### src/rtl/cfg_commit_pkg.sv
package cfg_commit_pkg;
    typedef enum logic [1:0] {
        ST_LOAD = 2'd0,
        ST_IDLE = 2'd1,
        ST_PUT  = 2'd2,
        ST_HOLD = 2'd3
    } cc_state_t;

    localparam int DW       = 8;
    localparam int REG_STAT = 1;
    localparam int BUSY_BIT = 6;
    localparam int LOCK_BIT = 5;
    localparam int REG_PIN  = 2;
    localparam int PIN_BIT  = 6;
    localparam int REG_TRIG = 6;
    localparam int TRIG_BIT = 0;
endpackage

### src/rtl/cfg_live_regs.sv
module cfg_live_regs
    import cfg_commit_pkg::*;
#(
    parameter int NREG = 16,
    parameter int AW   = $clog2(NREG)
) (
    input  logic                   clk,
    input  logic                   rst_n,
    input  logic                   host_we,
    input  logic [AW-1:0]          host_addr,
    input  logic [DW-1:0]          host_wdata,
    input  logic                   load_we,
    input  logic [AW-1:0]          load_addr,
    input  logic [DW-1:0]          load_data,
    input  logic                   clr_addr_bits,
    output logic [NREG-1:0][DW-1:0] live
);
    function automatic logic [DW-1:0] scrub(input logic [AW-1:0] a, input logic [DW-1:0] d);
        logic [DW-1:0] r;
        r = d;
        if (a == AW'(REG_STAT)) r[BUSY_BIT] = 1'b0;
        return r;
    endfunction

    for (genvar g = 0; g < NREG; g++) begin : g_reg
        always_ff @(posedge clk or negedge rst_n) begin
            if (!rst_n) begin
                live[g] <= '0;
            end else begin
                if (load_we && load_addr == AW'(g))
                    live[g] <= scrub(load_addr, load_data);
                else if (host_we && host_addr == AW'(g))
                    live[g] <= scrub(host_addr, host_wdata);
                if (g == REG_STAT && clr_addr_bits)
                    live[g][1:0] <= 2'b00;
            end
        end
    end
endmodule

### src/rtl/cfg_commit_fsm.sv
module cfg_commit_fsm
    import cfg_commit_pkg::*;
#(
    parameter int NREG = 16,
    parameter int AW   = $clog2(NREG)
) (
    input  logic          clk,
    input  logic          rst_n,
    input  logic          trig_live,
    input  logic [DW-1:0] cur_byte,
    input  logic [DW-1:0] nv_rdata,
    input  logic          nv_done,
    output logic [AW-1:0] idx,
    output logic          nv_we,
    output logic          load_we,
    output logic          busy,
    output logic          eff_lock,
    output logic          eff_pin
);
    localparam logic [AW-1:0] LAST = AW'(NREG - 1);

    cc_state_t state, state_nx;
    logic      trig_prev;
    logic      trig_edge;
    logic      byte_stored;

    assign trig_edge   = trig_live && !trig_prev;
    assign byte_stored = (state == ST_HOLD) && nv_done;

    always_comb begin
        state_nx = state;
        unique case (state)
            ST_LOAD: if (idx == LAST) state_nx = ST_IDLE;
            ST_IDLE: if (trig_edge && !eff_lock) state_nx = ST_PUT;
            ST_PUT:  state_nx = ST_HOLD;
            ST_HOLD: if (nv_done) state_nx = (idx == LAST) ? ST_IDLE : ST_PUT;
            default: state_nx = ST_IDLE;
        endcase
    end

    always_ff @(posedge clk or negedge rst_n) begin
        if (!rst_n) begin
            state     <= ST_LOAD;
            idx       <= '0;
            trig_prev <= 1'b0;
        end else begin
            state <= state_nx;
            if (state == ST_LOAD)
                idx <= (idx == LAST) ? '0 : idx + 1'b1;
            else if (state == ST_IDLE && state_nx == ST_PUT)
                idx <= '0;
            else if (byte_stored)
                idx <= (idx == LAST) ? '0 : idx + 1'b1;
            if (load_we && idx == AW'(REG_TRIG))
                trig_prev <= nv_rdata[TRIG_BIT];
            else
                trig_prev <= trig_live;
        end
    end

    always_ff @(posedge clk or negedge rst_n) begin
        if (!rst_n) begin
            eff_lock <= 1'b0;
            eff_pin  <= 1'b0;
        end else if (load_we) begin
            if (idx == AW'(REG_STAT)) eff_lock <= nv_rdata[LOCK_BIT];
            if (idx == AW'(REG_PIN))  eff_pin  <= nv_rdata[PIN_BIT];
        end else if (byte_stored) begin
            if (idx == AW'(REG_STAT)) eff_lock <= cur_byte[LOCK_BIT];
            if (idx == AW'(REG_PIN))  eff_pin  <= cur_byte[PIN_BIT];
        end
    end

    always_comb begin
        load_we = (state == ST_LOAD);
        nv_we   = (state == ST_PUT);
        busy    = (state != ST_IDLE);
    end
endmodule

### src/rtl/cfg_commit_ctrl.sv
module cfg_commit_ctrl
    import cfg_commit_pkg::*;
#(
    parameter int NREG = 16,
    parameter int AW   = $clog2(NREG)
) (
    input  logic          clk,
    input  logic          rst_n,
    input  logic          reg_we,
    input  logic [AW-1:0] reg_addr,
    input  logic [7:0]    reg_wdata,
    output logic [7:0]    reg_rdata,
    output logic [AW-1:0] nv_addr,
    output logic [7:0]    nv_wdata,
    output logic          nv_we,
    input  logic [7:0]    nv_rdata,
    input  logic          nv_done,
    input  logic          out_supply_off,
    output logic          busy,
    output logic          lock_active,
    output logic          pin_ctrl_mode,
    output logic [1:0]    dev_addr_lsb
);
    logic [NREG-1:0][DW-1:0] live;
    logic [AW-1:0]           idx;
    logic                    load_we;
    logic                    eff_lock;
    logic                    eff_pin;

    cfg_commit_fsm #(.NREG(NREG), .AW(AW)) u_fsm (
        .clk      (clk),
        .rst_n    (rst_n),
        .trig_live(live[REG_TRIG][TRIG_BIT]),
        .cur_byte (live[idx]),
        .nv_rdata (nv_rdata),
        .nv_done  (nv_done),
        .idx      (idx),
        .nv_we    (nv_we),
        .load_we  (load_we),
        .busy     (busy),
        .eff_lock (eff_lock),
        .eff_pin  (eff_pin)
    );

    cfg_live_regs #(.NREG(NREG), .AW(AW)) u_regs (
        .clk          (clk),
        .rst_n        (rst_n),
        .host_we      (reg_we && !busy),
        .host_addr    (reg_addr),
        .host_wdata   (reg_wdata),
        .load_we      (load_we),
        .load_addr    (idx),
        .load_data    (nv_rdata),
        .clr_addr_bits(out_supply_off),
        .live         (live)
    );

    always_comb begin
        reg_rdata = live[reg_addr];
        if (reg_addr == AW'(REG_STAT)) reg_rdata[BUSY_BIT] = busy;
    end

    assign nv_addr       = idx;
    assign nv_wdata      = live[idx];
    assign lock_active   = eff_lock;
    assign pin_ctrl_mode = eff_pin && !out_supply_off;
    assign dev_addr_lsb  = live[REG_STAT][1:0];
endmodule

### config.mk
export PLATFORM = sky130hd
export DESIGN_NAME = cfg_commit_ctrl
export DESIGN_NICKNAME = d
export VERILOG_FILES = /design/src/rtl/cfg_commit_pkg.sv /design/src/rtl/cfg_live_regs.sv /design/src/rtl/cfg_commit_fsm.sv /design/src/rtl/cfg_commit_ctrl.sv
export SDC_FILE = /design/constraint.sdc
export NUM_CORES = 1
export LEC_CHECK = 0
export ABC_AREA = 1
export ABC_CLOCK_PERIOD_IN_PS = 2100
export BUFFER_PORTS_ARGS = -buffer_cell sky130_fd_sc_hd__buf_4
export CAP_MARGIN = 10
export CORE_MARGIN = 2
export CORE_UTILIZATION = 45
export CTS_CLUSTER_DIAMETER = 80
export DETAILED_ROUTE_END_ITERATION = 16
export GPL_ROUTABILITY_DRIVEN = 0
export PLACE_DENSITY_LB_ADDON = 0.15
export SYNTH_ARGS = -nofsm -noshare
export SYNTH_HDL_FRONTEND = slang
export SYNTH_HIERARCHICAL = 1
export SYNTH_SLANG_ARGS = --single-unit
### constraint.sdc
create_clock -name clk -period 2.1 [get_ports clk]
set_clock_uncertainty 0.1 [all_clocks]
set_input_delay 0.105 -clock clk [delete_from_list [all_inputs] [get_ports clk]]
set_output_delay 0.105 -clock clk [all_outputs]
set_load 0.05 [all_outputs]
## Yosys cells after proc, flatten, opt, wreduce, memory -nomap -nowiden

Cells that the tools add are included.

| storage, ports and cells | value |
|---|---|
| register bits after elaboration | 137 |
| bits in latches | 0 |
| RAM bits | 0 |
| bits in read-only memories | 0 |
| input port bits | 25 |
| output and inout bits | 26 |
| word-level logic and storage cells | 188 |
| memories | 0 |

| cells by class | value |
|---|---|
| add/subtract/negate cells | 1 |
| $mul | 0 |
| div/mod/pow operators | 0 |
| magnitude comparators | 2 |
| eq/ne operators | 39 |
| shift operators | 0 |
| muxes and demuxes | 58 |
| bitwise operators | 0 |
| reductions and logical operators | 66 |

Operators by type and width:

| operator | count |
|---|---|
| $mux W8 | 34 |
| $bmux W8 S4 | 2 |
| $eq A4 B4 Y1 const B | 16 |
| $logic_and A1 B1 Y1 | 38 |
| $reduce_bool A2 Y1 | 17 |
| $eq A4 B3 Y1 const B | 8 |
| $eq A4 B2 Y1 const B | 4 |
| $mux W4 | 4 |
| $mux W1 | 12 |
| $lt A4 B5 Y1 const B | 2 |
| $mux W2 | 5 |
| $eq A4 B1 Y1 const B | 2 |
| $logic_not A4 Y1 | 2 |
| $ne A2 B2 Y1 const B | 4 |
| $pmux W2 S4 | 1 |
| $eq A2 B2 Y1 const B | 3 |
| $reduce_and A3 Y1 | 2 |
| $reduce_bool A3 Y1 | 2 |
| $add A4 B1 Y4 const B | 1 |
| $logic_not A1 Y1 | 4 |
| $eq A2 B1 Y1 const B | 1 |
| $logic_not A2 Y1 | 1 |
| $ne A2 B1 Y1 const B | 1 |

## Depth between registers and ports, before layout

| logic depth | value |
|---|---|
| depth after elaboration | 9 |
| gate-level depth with buffers | 12 |

## Modules after synthesis

The synthesis kept the hierarchy.

By module, submodules not included:

| module | times used | cells each | area each (sq um) | seq. area each (sq um) |
|---|---|---|---|---|
| cfg_live_regs | 1 | 862 | 6429.9 | 3203.1 |
| cfg_commit_ctrl | 1 | 511 | 2575.0 | 0.0 |
| cfg_commit_fsm | 1 | 83 | 593.1 | 225.2 |

## Worst setup path before layout

Ideal clock, no wire load.

| path | value |
|---|---|
| path type | reg-to-reg |
| start | reg u_fsm.idx[1] |
| end | reg u_fsm.eff_pin |
| library setup time | 117 ps |
| arrival | 2250 ps |
| required time | 1883 ps |
| slack | -367 ps |
| stages on the path, launching flop included | 12 |
| cells stage by stage | dfrtp_1 > buf_2 > buf_2 > inv_1 > a21oi_1 > o21ai_0 > nand3_1 > nand2_1 > nand2_1 > nand2_1 > nand3_1 > nand2_1 |

| on the way | value |
|---|---|
| word-level cells in the longest chain between the ends | 5 |

RTL lines:

| element | line | source |
|---|---|---|
| start, declared | cfg_commit_fsm.sv:13 | `output logic [AW-1:0] idx,` |
| start signal, assigned | cfg_commit_fsm.sv:49 | `idx <= (idx == LAST) ? '0 : idx + 1'b1;` |
| start signal, assigned | cfg_commit_fsm.sv:53 | `idx <= (idx == LAST) ? '0 : idx + 1'b1;` |
| $bmux W8 S4 | -- |  |
| $mux W8 | -- |  |
| via nv_wdata[6] | cfg_commit_ctrl.sv:14 | `output logic [7:0] nv_wdata,` |
| $mux W1 | cfg_commit_fsm.sv:70 | `if (idx == AW'(REG_PIN)) eff_pin <= cur_byte[PIN_BIT];` |
| $mux W1 | cfg_commit_fsm.sv:68 | `end else if (byte_stored) begin` |
| $mux W1 | cfg_commit_fsm.sv:65 | `end else if (load_we) begin` |
| end signal, assigned | cfg_commit_fsm.sv:67 | `if (idx == AW'(REG_PIN)) eff_pin <= nv_rdata[PIN_BIT];` |
| end signal, assigned | cfg_commit_fsm.sv:70 |  |
| end, declared | cfg_commit_fsm.sv:18 | `output logic eff_pin` |

The timed path passes the listed nets, and every way through them passes these cells. The select of a mux whose other input is x is not followed.
A chain may end at the register's enable or synchronous reset.

## Final worst setup path

| path | value |
|---|---|
| start | reg u_fsm.idx[1] |
| end | out nv_wdata[3] |

| on the way | value |
|---|---|
| word-level cells in the longest chain between the ends | 2 |

RTL lines:

| element | line | source |
|---|---|---|
| $bmux W8 S4 | cfg_commit_ctrl.sv:64 | `assign nv_wdata = live[idx];` |
| $mux W8 (not written as such) | cfg_commit_ctrl.sv:64 |  |
| end, declared | cfg_commit_ctrl.sv:14 |  |

No other way between the ends. The select of a mux whose other input is x is not followed.

==> results.py <==
metrics = {
    "job": {
        "max_cap_viols": 0,
    },
    "clock_network": {
        "cts.sinks": 137,
        "cts_h_tree_depth": 4,
        "tritoncts": "built",
        "maximum_number_of_buffers_from_clock_root_to_sink": 2,
        "cts_root_buf": "sky130_fd_sc_hd__clkbuf_16",
        "clock_slew_seen_by_the_registers_of_the_worst_setup_and_hold_paths_ns": 0.06,
        "tritoncts.num_buffers": 17,
        "worstSkewPairLatency_ns": 0.43,
    },
    "placed_design": {
        "post-place-cells": 1771,
        "place_worst_setup_slack_ns": 0.0453,
        "hpwl_after_detailed_placement_mm": 26.5,
        "port_buffers": 50,
    },
    "routing": {
        "detail_route.iter0.violations": 1302,
        "detailedRoute.firstPassIterationCount": 9,
        "antenna_left": 0,
        "post-route-drc-count": 0,
        "route.final.wire_length_mm": 38.9,
        "post_drt_via_cell_ratio": 5.92,
        "routedWlPerCell_um": 21.2,
        "dr_total_vias": 10900,
    },
    "timing": {
        "totalNegativeSetupSlack_ns": -0.781,
        "setup_viol_count_final": 8,
        "grt_setup_unrepaired": "yes",
        "final_min_period_over_clock_period": 1.08,
        "maxSlewViolCount": 0,
        "fin_worst_setup_slack_ns": -0.166,
        "timing.final.hold_violations": 0,
        "period_needed_ns": 2.27,
        "tightest_slew_ns": 0.687,
        "max_freq_mhz": 441,
        "slew-limit-headroom": 0.539,
    },
    "global_route": {
        "grt_antenna_before_repair": 0,
        "largest_net_degree_at_the_start_of_global_routing": 56,
        "overflow_after_grt": 0,
        "first_global_vias": 9769,
        "global_route_wire_length_before_repair_mm": 58.2,
        "grt.total_usage": 0.347,
    },
    "floorplan": {
        "die-area_mm2": 0.0225,
        "coreArea_mm2": 0.0210,
        "die_w_um": 150,
        "floorplan.rows": 53,
        "boundaryPins": 51,
        "floorplan.die.height_um": 150,
        "initial_utilization": 0.458,
    },
    "power_and_ir_drop": {
        "report.power.total_mw": 17.7,
        "p_int_mw": 9.25,
        "power.share.clock": 0.164,
        "leakage_nw": 5.73,
        "combinationalPowerShare": 0.544,
        "power_switching_mw": 8.50,
        "power_frac_seq": 0.292,
        "p_sw_frac": 0.479,
        "vdd.ir_drop.worst_mv": 1.63,
        "power_density_cells_mw_per_mm2": 1500,
    },
    "synthesis": {
        "synth_cell_types": 28,
        "postSynthRegisterBits": 137,
        "synth-warning-count": 6,
        "synthesis.instances": 1456,
        "syn_avg_cell_area_um2": 6.59,
        "syn-num-nets": 1484,
        "synth-seq-area-share": 0.357,
        "syn_area_mm2": 0.00960,
    },
    "worst_setup_path": {
        "critPathSlowestCell": "sky130_fd_sc_hd__dfrtp_4",
        "reg2reg_from": "u_fsm/idx[1]",
        "cell_breakdown_of_the_critical_path": "buf_4 -> a21oi_1 -> o21ai_1 -> nand3_1 -> nand3_2 -> nand2_2 -> buf_8",
        "worst_ep_required_time_ns": 1.89,
        "timing.critical_path.from": "u_fsm/idx[1]",
        "timing.critical_path.arrival_ns": 2.06,
        "critical_path.max_stage_delay_ns": 0.54,
        "worst_setup_path_start_kind": "flip-flop",
        "worstPathMaxFanout": 17,
        "worst-setup-path-type": "reg2out",
        "endpoint_kind": "output port",
    },
    "outcome": {
        "status": "complete, but fails checks",
        "failed_checks": "setup timing",
    },
    "cells_and_area": {
        "layout-drive-gt1-share": 0.179,
        "final_util": 0.563,
        "areaGrowthSynthToFinish_pct": 22.9,
        "nNetsFinal": 1576,
        "antenna_cells": 0,
        "final_cells": 1836,
    },
    "min_path": {
        "timing.hold.worst.class": "in2async",
    },
}
==> state kept, by name (all words and copies together), names as in the netlist <==
signal / cells
u_fsm/eff_lock: 1
u_fsm/eff_pin: 1
u_fsm/trig_prev: 1
u_fsm/idx: 4
u_regs/live: 128
u_fsm/state: 2
==> cell type report <==
type                    count  area [um^2]
fillers                  2067         9160
flip-flops and latches    137         3440
clock buffers              19          433
well taps                 275          344
repair buffers            149         1450
multi-input cells        1094         5440
clock inverters            13          123
inverters                 149          571
==> repair_timing <==
action / 4_1_cts / 5_1_grt
hold endpoints to repair: 115 / 0
gates resized for setup: 29 / 89
setup buffers: 6 / 7
hold buffers: 17 / 0
pin swaps: 20 / 33
cloned: 2 / 3
endpoints found under the setup margin: 9 / 116
==> worst max-delay path: cells and delay by family (launching register included) <==
family | cells | cell delay [ns]
and+or+nand+nor | 3 | 0.41
AOI/OAI and AO/OA | 2 | 0.27
DFF | 1 | 0.54
buffers and inverters | 2 | 0.40
==> power by group through the flow <==
| stage | sequential (mW) | clock [mW] | combinational, mW |
|---|---|---|---|
| finish | 5.18 | 2.91 | 9.66 |
| detailed placement | 5.23 | 0 | 8.00 |
| CTS | 5.16 | 2.92 | 8.66 |
| floorplan | 4.90 | 0 | 5.66 |
| global route | 5.33 | 3.03 | 10.5 |
| global placement | 5.21 | 0 | 7.89 |
==> per-stage QoR <==
| stage | hold slack [ns] | area [um^2] |
|---|---|---|
| after floorplan | -0.291 | 9620 |
| after global placement | 0.0196 | 10500 |
| after detailed placement | 0.0167 | 10500 |
| after CTS | 0.0748 | 11500 |
| after global routing | 0.0868 | 11800 |
| final | 0.101 | 11800 |
==> routing by layer <==
layer | part of all wire | track usage
met1 | 0.40 | 0.481
met3 | 0.12 | 0.0659
met4 | 0.056 | 0.171
met2 | 0.43 | 0.518
met5 | 0 | 0
==> final timing paths <==
path / to / slack [ns] / cells after the start
max: nv_wdata[3] / -0.17 / 7
min: u_regs/live[111] / 0.10 / 2
max reg2reg: u_regs/live[17] / 0.09 / 9
min reg2reg: u_regs/live[111] / 0.38 / 2
max in group asynchronous: u_fsm/idx[0] / 1.12 / 3
min in group clk: u_regs/live[83] / 0.10 / 4
==> cell usage in the layout (no fill, tap or decap), types with 2 or more instances in the layout <==
master	Yosys	final
sky130_fd_sc_hd__clkinv_1	7	6
sky130_fd_sc_hd__nand3_4	0	3
sky130_fd_sc_hd__clkinvlp_4	0	10
sky130_fd_sc_hd__nand3_2	6	20
sky130_fd_sc_hd__a21oi_4	0	2
sky130_fd_sc_hd__nand3_1	302	285
sky130_fd_sc_hd__inv_1	135	130
sky130_fd_sc_hd__o21ai_1	15	37
sky130_fd_sc_hd__nor2_4	7	9
sky130_fd_sc_hd__nor2_2	8	16
sky130_fd_sc_hd__clkbuf_1	15	2
sky130_fd_sc_hd__dfrtp_1	137	133
sky130_fd_sc_hd__dfrtp_2	0	2
sky130_fd_sc_hd__o211ai_2	12	12
sky130_fd_sc_hd__o21ai_0	96	73
sky130_fd_sc_hd__a21oi_1	57	45
sky130_fd_sc_hd__inv_6	0	3
sky130_fd_sc_hd__dlygate4sd3_1	0	17
sky130_fd_sc_hd__buf_12	0	12
sky130_fd_sc_hd__dfrtp_4	0	2
sky130_fd_sc_hd__o211ai_1	49	49
sky130_fd_sc_hd__nor2_1	54	44
sky130_fd_sc_hd__a21oi_2	0	10
sky130_fd_sc_hd__nand2_2	7	23
sky130_fd_sc_hd__buf_6	10	3
sky130_fd_sc_hd__nand4_1	6	6
sky130_fd_sc_hd__nand2_4	3	4
sky130_fd_sc_hd__clkbuf_16	0	20
sky130_fd_sc_hd__buf_4	3	104
sky130_fd_sc_hd__buf_8	0	8
sky130_fd_sc_hd__ha_1	3	3
sky130_fd_sc_hd__nand2_1	466	449
sky130_fd_sc_hd__inv_2	7	10
==> cell usage after synthesis <==
master                     number  area, um^2
sky130_fd_sc_hd__clkinv_1       7        26.3
sky130_fd_sc_hd__a21boi_1       1        7.51
sky130_fd_sc_hd__nand2_1      466        1750
sky130_fd_sc_hd__nand4_1        6        37.5
sky130_fd_sc_hd__buf_2         41         205
sky130_fd_sc_hd__o211ai_1      49         368
sky130_fd_sc_hd__o211ai_2      12         150
sky130_fd_sc_hd__nand3_2        6        60.1
sky130_fd_sc_hd__inv_1        135         507
sky130_fd_sc_hd__dfrtp_1      137        3430
sky130_fd_sc_hd__or2_2          1        6.26
sky130_fd_sc_hd__nand3_1      302        1510
sky130_fd_sc_hd__o21ai_0       96         480
sky130_fd_sc_hd__clkbuf_2       2        10.0
sky130_fd_sc_hd__nor2_4         7        78.8
sky130_fd_sc_hd__ha_1           3        37.5
sky130_fd_sc_hd__nand2_2        7        43.8
sky130_fd_sc_hd__buf_6         10         113
sky130_fd_sc_hd__inv_2          7        26.3
sky130_fd_sc_hd__nor2_2         8        50.1
sky130_fd_sc_hd__nand2_4        3        33.8
sky130_fd_sc_hd__o21ai_1       15        75.1
sky130_fd_sc_hd__buf_4          3        22.5
sky130_fd_sc_hd__a21oi_1       57         285
sky130_fd_sc_hd__buf_1          5        18.8
sky130_fd_sc_hd__clkbuf_1      15        56.3
sky130_fd_sc_hd__nand3b_1       1        7.51
sky130_fd_sc_hd__nor2_1        54         203
==> cell families after synthesis <==
family          synth area share
compound gates             0.142
fa+ha+maj                0.00391
flops                      0.357
buf+inv                    0.103
simple gates               0.394
No activity file was read; power rests on OpenSTA's default activity.
